===== src/rtl/bxchg_pkg.sv =====
package bxchg_pkg;

    // Captured control word; every field is active low except sel.
    typedef struct packed {
        logic oe_a_n;
        logic oe_b_n;
        logic sel;
        logic a1s1_n;
        logic a1s2_n;
        logic a2_n;
        logic b1_n;
        logic b2_n;
    } ctrl_t;

    localparam ctrl_t CTRL_IDLE = '{oe_a_n: 1'b1, oe_b_n: 1'b1, sel: 1'b0,
                                    a1s1_n: 1'b1, a1s2_n: 1'b1, a2_n: 1'b1,
                                    b1_n: 1'b1, b2_n: 1'b1};

    function automatic logic drv_on(input logic en_n);
        return ~en_n;
    endfunction

endpackage


===== src/rtl/bxchg_ctrl_reg.sv =====
module bxchg_ctrl_reg
    import bxchg_pkg::*;
(
    input  logic  clk,
    input  logic  rst,
    input  ctrl_t ctrl_in,
    output ctrl_t ctrl_q
);

    always_ff @(posedge clk) begin
        if (rst) ctrl_q <= CTRL_IDLE;
        else     ctrl_q <= ctrl_in;
    end


    ctrl_capture_chk: assert property (@(posedge clk) disable iff (rst)
        !rst |=> ctrl_q == $past(ctrl_in));

endmodule


===== src/rtl/bxchg_a2b_path.sv =====
module bxchg_a2b_path #(
    parameter int DW = 12
) (
    input  logic          clk,
    input  logic          rst,
    input  logic [DW-1:0] a_in,
    input  logic          s1_ld_n,
    input  logic          s2_ld_n,
    input  logic          hi_ld_n,
    output logic [DW-1:0] lo_q,
    output logic [DW-1:0] hi_q
);

    logic [DW-1:0] stage1_q;
    logic [DW-1:0] stage2_q;
    logic [DW-1:0] high_q;

    always_ff @(posedge clk) begin
        if (rst) begin
            stage1_q <= '0;
            stage2_q <= '0;
            high_q   <= '0;
        end else begin
            if (!s1_ld_n) stage1_q <= a_in;
            if (!s2_ld_n) stage2_q <= stage1_q;
            if (!hi_ld_n) high_q   <= a_in;
        end
    end

    assign lo_q = stage2_q;
    assign hi_q = high_q;


    stage2_shift_chk: assert property (@(posedge clk) disable iff (rst)
        !s2_ld_n |=> stage2_q == $past(stage1_q));


    high_load_chk: assert property (@(posedge clk) disable iff (rst)
        !hi_ld_n |=> high_q == $past(a_in));


    stage1_hold_chk: assert property (@(posedge clk) disable iff (rst)
        s1_ld_n |=> $stable(stage1_q));

endmodule


===== src/rtl/bxchg_b2a_path.sv =====
module bxchg_b2a_path #(
    parameter int DW = 12
) (
    input  logic          clk,
    input  logic          rst,
    input  logic [DW-1:0] b1_in,
    input  logic [DW-1:0] b2_in,
    input  logic          b1_ld_n,
    input  logic          b2_ld_n,
    input  logic          sel,
    output logic [DW-1:0] a_q
);

    logic [DW-1:0] cap_lo_q;
    logic [DW-1:0] cap_hi_q;

    always_ff @(posedge clk) begin
        if (rst) begin
            cap_lo_q <= '0;
            cap_hi_q <= '0;
        end else begin
            if (!b1_ld_n) cap_lo_q <= b1_in;
            if (!b2_ld_n) cap_hi_q <= b2_in;
        end
    end

    assign a_q = sel ? cap_hi_q : cap_lo_q;


    cap_lo_load_chk: assert property (@(posedge clk) disable iff (rst)
        !b1_ld_n |=> cap_lo_q == $past(b1_in));


    cap_hi_hold_chk: assert property (@(posedge clk) disable iff (rst)
        b2_ld_n |=> $stable(cap_hi_q));

endmodule


===== src/rtl/nw_bus_exchanger.sv =====
module nw_bus_exchanger
    import bxchg_pkg::*;
#(
    parameter int DW = 12
) (
    input  logic          clk,
    input  logic          rst,
    input  logic [DW-1:0] a_in,
    output logic [DW-1:0] a_out,
    output logic          a_oe,
    input  logic [DW-1:0] b1_in,
    input  logic [DW-1:0] b2_in,
    output logic [DW-1:0] b1_out,
    output logic [DW-1:0] b2_out,
    output logic          b_oe,
    input  logic          oe_a_n,
    input  logic          oe_b_n,
    input  logic          sel,
    input  logic          a1s1_ld_n,
    input  logic          a1s2_ld_n,
    input  logic          a2_ld_n,
    input  logic          b1_ld_n,
    input  logic          b2_ld_n
);

    ctrl_t ctrl_in;
    ctrl_t ctrl_q;

    assign ctrl_in = '{oe_a_n: oe_a_n, oe_b_n: oe_b_n, sel: sel,
                       a1s1_n: a1s1_ld_n, a1s2_n: a1s2_ld_n, a2_n: a2_ld_n,
                       b1_n: b1_ld_n, b2_n: b2_ld_n};

    bxchg_ctrl_reg u_ctrl (
        .clk     (clk),
        .rst     (rst),
        .ctrl_in (ctrl_in),
        .ctrl_q  (ctrl_q)
    );

    bxchg_a2b_path #(.DW(DW)) u_a2b (
        .clk     (clk),
        .rst     (rst),
        .a_in    (a_in),
        .s1_ld_n (ctrl_q.a1s1_n),
        .s2_ld_n (ctrl_q.a1s2_n),
        .hi_ld_n (ctrl_q.a2_n),
        .lo_q    (b1_out),
        .hi_q    (b2_out)
    );

    bxchg_b2a_path #(.DW(DW)) u_b2a (
        .clk     (clk),
        .rst     (rst),
        .b1_in   (b1_in),
        .b2_in   (b2_in),
        .b1_ld_n (ctrl_q.b1_n),
        .b2_ld_n (ctrl_q.b2_n),
        .sel     (ctrl_q.sel),
        .a_q     (a_out)
    );

    assign a_oe = drv_on(ctrl_q.oe_a_n);
    assign b_oe = drv_on(ctrl_q.oe_b_n);


    b_oe_follow_chk: assert property (@(posedge clk) disable iff (rst)
        !rst |=> b_oe == !$past(oe_b_n));


    a_oe_follow_chk: assert property (@(posedge clk) disable iff (rst)
        !rst |=> a_oe == !$past(oe_a_n));

endmodule


===== config.mk =====
export PLATFORM = sky130hd
export DESIGN_NAME = nw_bus_exchanger
export DESIGN_NICKNAME = d
export VERILOG_FILES = /design/src/rtl/bxchg_pkg.sv /design/src/rtl/bxchg_ctrl_reg.sv /design/src/rtl/bxchg_a2b_path.sv /design/src/rtl/bxchg_b2a_path.sv /design/src/rtl/nw_bus_exchanger.sv
export SDC_FILE = /design/constraint.sdc
export NUM_CORES = 1
export LEC_CHECK = 0
export CAP_MARGIN = 30
export CELL_PAD_IN_SITES_DETAIL_PLACEMENT = 1
export CELL_PAD_IN_SITES_GLOBAL_PLACEMENT = 1
export CORE_MARGIN = 2
export CORE_UTILIZATION = 37
export CTS_CLUSTER_SIZE = 14
export DETAILED_ROUTE_END_ITERATION = 10
export GPL_TIMING_DRIVEN = 0
export PLACE_DENSITY_LB_ADDON = 0.1
export SLEW_MARGIN = 30
export SYNTH_ARGS = -nofsm -noshare
export SYNTH_HDL_FRONTEND = slang
export SYNTH_SLANG_ARGS = --single-unit

===== constraint.sdc =====
create_clock -name clk -period 2.4 [get_ports clk]
set_clock_uncertainty 0.05 [all_clocks]
set_input_delay 0.36 -clock clk [delete_from_list [all_inputs] [get_ports clk]]
set_output_delay 0.36 -clock clk [all_outputs]
set_load 0.03 [all_outputs]

==> run_summary.xml <==
<?xml version="1.0" encoding="UTF-8"?>
<metrics>
  <group name="outcome">
    <metric name="status" unit="">completed</metric>
  </group>
  <group name="place">
    <metric name="placement.cell_area" unit="um^2">3420</metric>
    <metric name="dp_slack" unit="ps">484.5</metric>
    <metric name="gpl.final_weighted_congestion" unit="">0.6684</metric>
    <metric name="numPortBuffers" unit="">82</metric>
    <metric name="placed_cells" unit="">383</metric>
    <metric name="detailed_placement_wirelength_estimate" unit="um">4140</metric>
  </group>
  <group name="detailed_routing">
    <metric name="vias" unit="">1871</metric>
    <metric name="route.antenna.remaining_nets" unit="">0</metric>
    <metric name="drcViolationCount" unit="">0</metric>
    <metric name="dr.first_iter.drc_count" unit="">23</metric>
    <metric name="routedWlPerCell" unit="um">14.41</metric>
    <metric name="drt-vias-per-instance" unit="">4.689</metric>
    <metric name="drt_first_pass_iters" unit="">4</metric>
    <metric name="finalWirelength" unit="um">5751</metric>
  </group>
  <group name="power_and_ir_drop">
    <metric name="p_total" unit="W">0.002503</metric>
    <metric name="power.static_leakage" unit="nW">1.712</metric>
    <metric name="cell_pwr_density" unit="nW/um^2">691.0</metric>
    <metric name="ir_worst_vdd" unit="mV">0.3463</metric>
  </group>
  <group name="clock_tree">
    <metric name="cts.path.max_buffers" unit="">2</metric>
    <metric name="root_buffer_cell" unit="">sky130_fd_sc_hd__clkbuf_8</metric>
    <metric name="clk_pin_slew_worst_paths" unit="ps">70</metric>
    <metric name="total_setup_buffers_inserted_after_cts" unit="">0</metric>
    <metric name="hold_buffers" unit="">0</metric>
    <metric name="worst_skew_pair.late_latency" unit="ps">340</metric>
    <metric name="cts_made_buffers" unit="">9</metric>
    <metric name="cts_max_level" unit="">3</metric>
    <metric name="cts_tree" unit="">done</metric>
    <metric name="post_cts_resize_count" unit="">0</metric>
    <metric name="tritoncts_num_sinks" unit="">68</metric>
  </group>
  <group name="layout">
    <metric name="multi_input_area" unit="um^2">1011</metric>
    <metric name="nFillCells" unit="">702</metric>
    <metric name="num-nets-final" unit="">363</metric>
    <metric name="syn2layout_area_growth" unit="%">44.75</metric>
    <metric name="regArea" unit="um^2">1361</metric>
    <metric name="final_cell_area" unit="um^2">3622</metric>
    <metric name="diodes_inserted" unit="">0</metric>
    <metric name="final_non_filler_cell_total" unit="">399</metric>
    <metric name="post_route_cells_drive_above_1_share" unit="%">12.73</metric>
  </group>
  <group name="floorplanning">
    <metric name="die_width" unit="um">86.24</metric>
    <metric name="die_height" unit="um">86.24</metric>
    <metric name="initial_utilization" unit="%">38.74</metric>
    <metric name="floorplan.die_area" unit="um^2">7437</metric>
    <metric name="num_io_pins" unit="">84</metric>
    <metric name="design.core.area" unit="um^2">6459</metric>
    <metric name="rows" unit="">29</metric>
  </group>
  <group name="setup_path">
    <metric name="critical_path.cell_chain" unit="">buf_6 &gt; mux2_2 &gt; clkdlybuf4s50_1</metric>
    <metric name="worstSetupEndpointType" unit="">primary output</metric>
    <metric name="cp_data_required_time" unit="ps">1990</metric>
    <metric name="worst_setup_sp_type" unit="">flop</metric>
    <metric name="crit_path_top_delay_cell" unit="">sky130_fd_sc_hd__clkdlybuf4s50_1</metric>
    <metric name="criticalPathCategory" unit="">flop to primary output</metric>
    <metric name="timing.critical_path.fanout_max" unit="">10</metric>
    <metric name="data_arrival_time_of_the_critical_path" unit="ps">1860</metric>
    <metric name="maximum_single_stage_delay_on_the_critical_path" unit="ps">600</metric>
  </group>
  <group name="synthesis">
    <metric name="synth_edf_count" unit="">0</metric>
    <metric name="async_reset_ff_share" unit="%">0</metric>
    <metric name="synthXorXnorAreaFrac" unit="%">0</metric>
    <metric name="syn-instance-count" unit="">224</metric>
    <metric name="synth.largest_area_cell" unit="">sky130_fd_sc_hd__dfxtp_1</metric>
    <metric name="synth_commonest_cells" unit="">sky130_fd_sc_hd__dfxtp_1, sky130_fd_sc_hd__mux2i_1, sky130_fd_sc_hd__nor2_1, sky130_fd_sc_hd__mux2_2, sky130_fd_sc_hd__buf_6</metric>
    <metric name="netlist_top_cells_area" unit="">sky130_fd_sc_hd__dfxtp_1, sky130_fd_sc_hd__mux2i_1, sky130_fd_sc_hd__nor2_1, sky130_fd_sc_hd__mux2_2, sky130_fd_sc_hd__buf_6</metric>
    <metric name="yosys.area_share.simple" unit="%">11.00</metric>
    <metric name="ys_seq_area_share" unit="%">54.40</metric>
    <metric name="portion_of_netlist_area_occupied_by_mux_cells" unit="%">29.40</metric>
    <metric name="synth_top_family_by_area" unit="">multiplexers</metric>
    <metric name="ys_warn_count" unit="">0</metric>
    <metric name="synth_flop_cell" unit="">sky130_fd_sc_hd__dfxtp_1</metric>
    <metric name="syn_nets" unit="">270</metric>
    <metric name="synth_top_area_share" unit="%">54.40</metric>
    <metric name="ys_ff_latch" unit="">68</metric>
    <metric name="compound_cell_area_share_of_the_yosys_netlist" unit="%">0</metric>
    <metric name="synth_area" unit="um^2">2502</metric>
    <metric name="yosysMostFrequentCell" unit="">sky130_fd_sc_hd__dfxtp_1</metric>
    <metric name="synth_fa_ha_area_share" unit="%">0</metric>
    <metric name="number_of_distinct_library_cell_variants_in_the_gate_level_netlist_after_synthesis" unit="">10</metric>
    <metric name="avgSynthCellArea" unit="um^2">11.17</metric>
  </group>
  <group name="sta">
    <metric name="max_slew_margin" unit="%">77.10</metric>
    <metric name="worst_pin_slew" unit="ps">342.4</metric>
    <metric name="slew_viol_final" unit="">0</metric>
    <metric name="rsz0062_at_grt" unit="">false</metric>
    <metric name="fin_ws" unit="ps">126.5</metric>
    <metric name="setup-violations-final" unit="">0</metric>
    <metric name="highest_clock_rate" unit="MHz">439.8</metric>
    <metric name="hold_viol_final" unit="">0</metric>
    <metric name="period_minus_slack" unit="ps">2274</metric>
    <metric name="setup_tns" unit="ps">0</metric>
    <metric name="fin_crit_sh" unit="%">94.73</metric>
  </group>
  <group name="grt">
    <metric name="global_route.usage.total" unit="%">17.00</metric>
    <metric name="grt_pass1_wl" unit="um">9756</metric>
    <metric name="grt_start_max_net_pins" unit="">12</metric>
    <metric name="vias_in_the_first_global_route" unit="">1961</metric>
    <metric name="grt_overflow_total" unit="">0</metric>
    <metric name="antenna_found_initial" unit="">0</metric>
  </group>
  <group name="flow_run">
    <metric name="timing.max_cap.violations" unit="">0</metric>
  </group>
  <group name="worst_hold_path">
    <metric name="holdCritPathClass" unit="">primary input to flop</metric>
  </group>
</metrics>
-- cell usage in the layout, fill, tap and decap left out --
master                             n
sky130_fd_sc_hd__buf_2             5
sky130_fd_sc_hd__buf_4             1
sky130_fd_sc_hd__buf_6             8
sky130_fd_sc_hd__bufinv_16         1
sky130_fd_sc_hd__clkbuf_1          1
sky130_fd_sc_hd__clkbuf_8         11
sky130_fd_sc_hd__clkdlybuf4s50_1  82
sky130_fd_sc_hd__clkinv_2          2
sky130_fd_sc_hd__clkinvlp_4        1
sky130_fd_sc_hd__dfxtp_1          68
sky130_fd_sc_hd__inv_1             2
sky130_fd_sc_hd__mux2_2           12
sky130_fd_sc_hd__mux2i_1          60
sky130_fd_sc_hd__nor2_1           60
sky130_fd_sc_hd__nor2b_1           1
sky130_fd_sc_hd__or2_1             7
-- critical path: cells and delay by family (launching register included) --
kind | cells | cell delay [ps]
flops | 1 | 390
buf+inv | 2 | 780
mux | 1 | 350
-- power by group --
part	switching (W)	internal [W]
Sequential	0.0000292	0.00118
Clock	0.000416	0.000533
Combinational	0.000157	0.000188
Total	0.000602	0.00190
-- worst paths after layout --
kind                                        from  slack, ps                             end  cells past startpoint
setup / recovery     u_ctrl.ctrl_q[5]$_SDFF_PP0_        130                        a_out[9]                      3
hold / removal                               rst        320     u_ctrl.ctrl_q[5]$_SDFF_PP0_                      3
setup reg to reg     u_ctrl.ctrl_q[2]$_SDFF_PP1_       1330      u_a2b.hi_q[7]$_SDFFE_PP0N_                      3
hold reg to reg   u_b2a.cap_hi_q[5]$_SDFFE_PP0N_        440  u_b2a.cap_hi_q[5]$_SDFFE_PP0N_                      2
-- flip-flops by register name, summed over array words and instances, names as in the netlist --
register,cells
u_a2b.hi_q,12
u_a2b.lo_q,12
u_a2b.stage1_q,12
u_b2a.cap_hi_q,12
u_b2a.cap_lo_q,12
u_ctrl.ctrl_q,8
-- per-layer routing --
metal  share of wire [%]  up-vias  track usage (%)
li1                    -      923                -
met1                  45      891            21.29
met2                  48       51            27.20
met3                 5.8        6            6.095
met4                 1.0        0            5.966
met5                   0        -                0
-- cells by family (layout without fill, tap and decap cells) --
group / count (synthesis) / in the layout
simple gates: 68 / 68
flops: 68 / 68
buf+inv: 16 / 114
mux: 72 / 72
-- per-stage QoR --
step / utilization (%) / hold slack, ps
6_report: 56.08 / 324.4
5_1_grt: 56.08 / 322.9
4_1_cts: 56.08 / 313.7
3_5_place_dp: 52.94 / 432.2
3_3_place_gp: 52.94 / 416.3
2_1_floorplan: - / 407.1
-- layout make-up --
type / count / share of cell area [%]
clock inverter: 4 / 1.313
buffer: 14 / 3.385
timing repair buffer: 82 / 22.66
tap: 77 / 2.660
sequential: 68 / 37.58
inverter: 2 / 0.2073
multi-input combinational: 140 / 27.91
clock buffer: 12 / 4.283
Note: power is estimated with default switching activity, not from simulation.
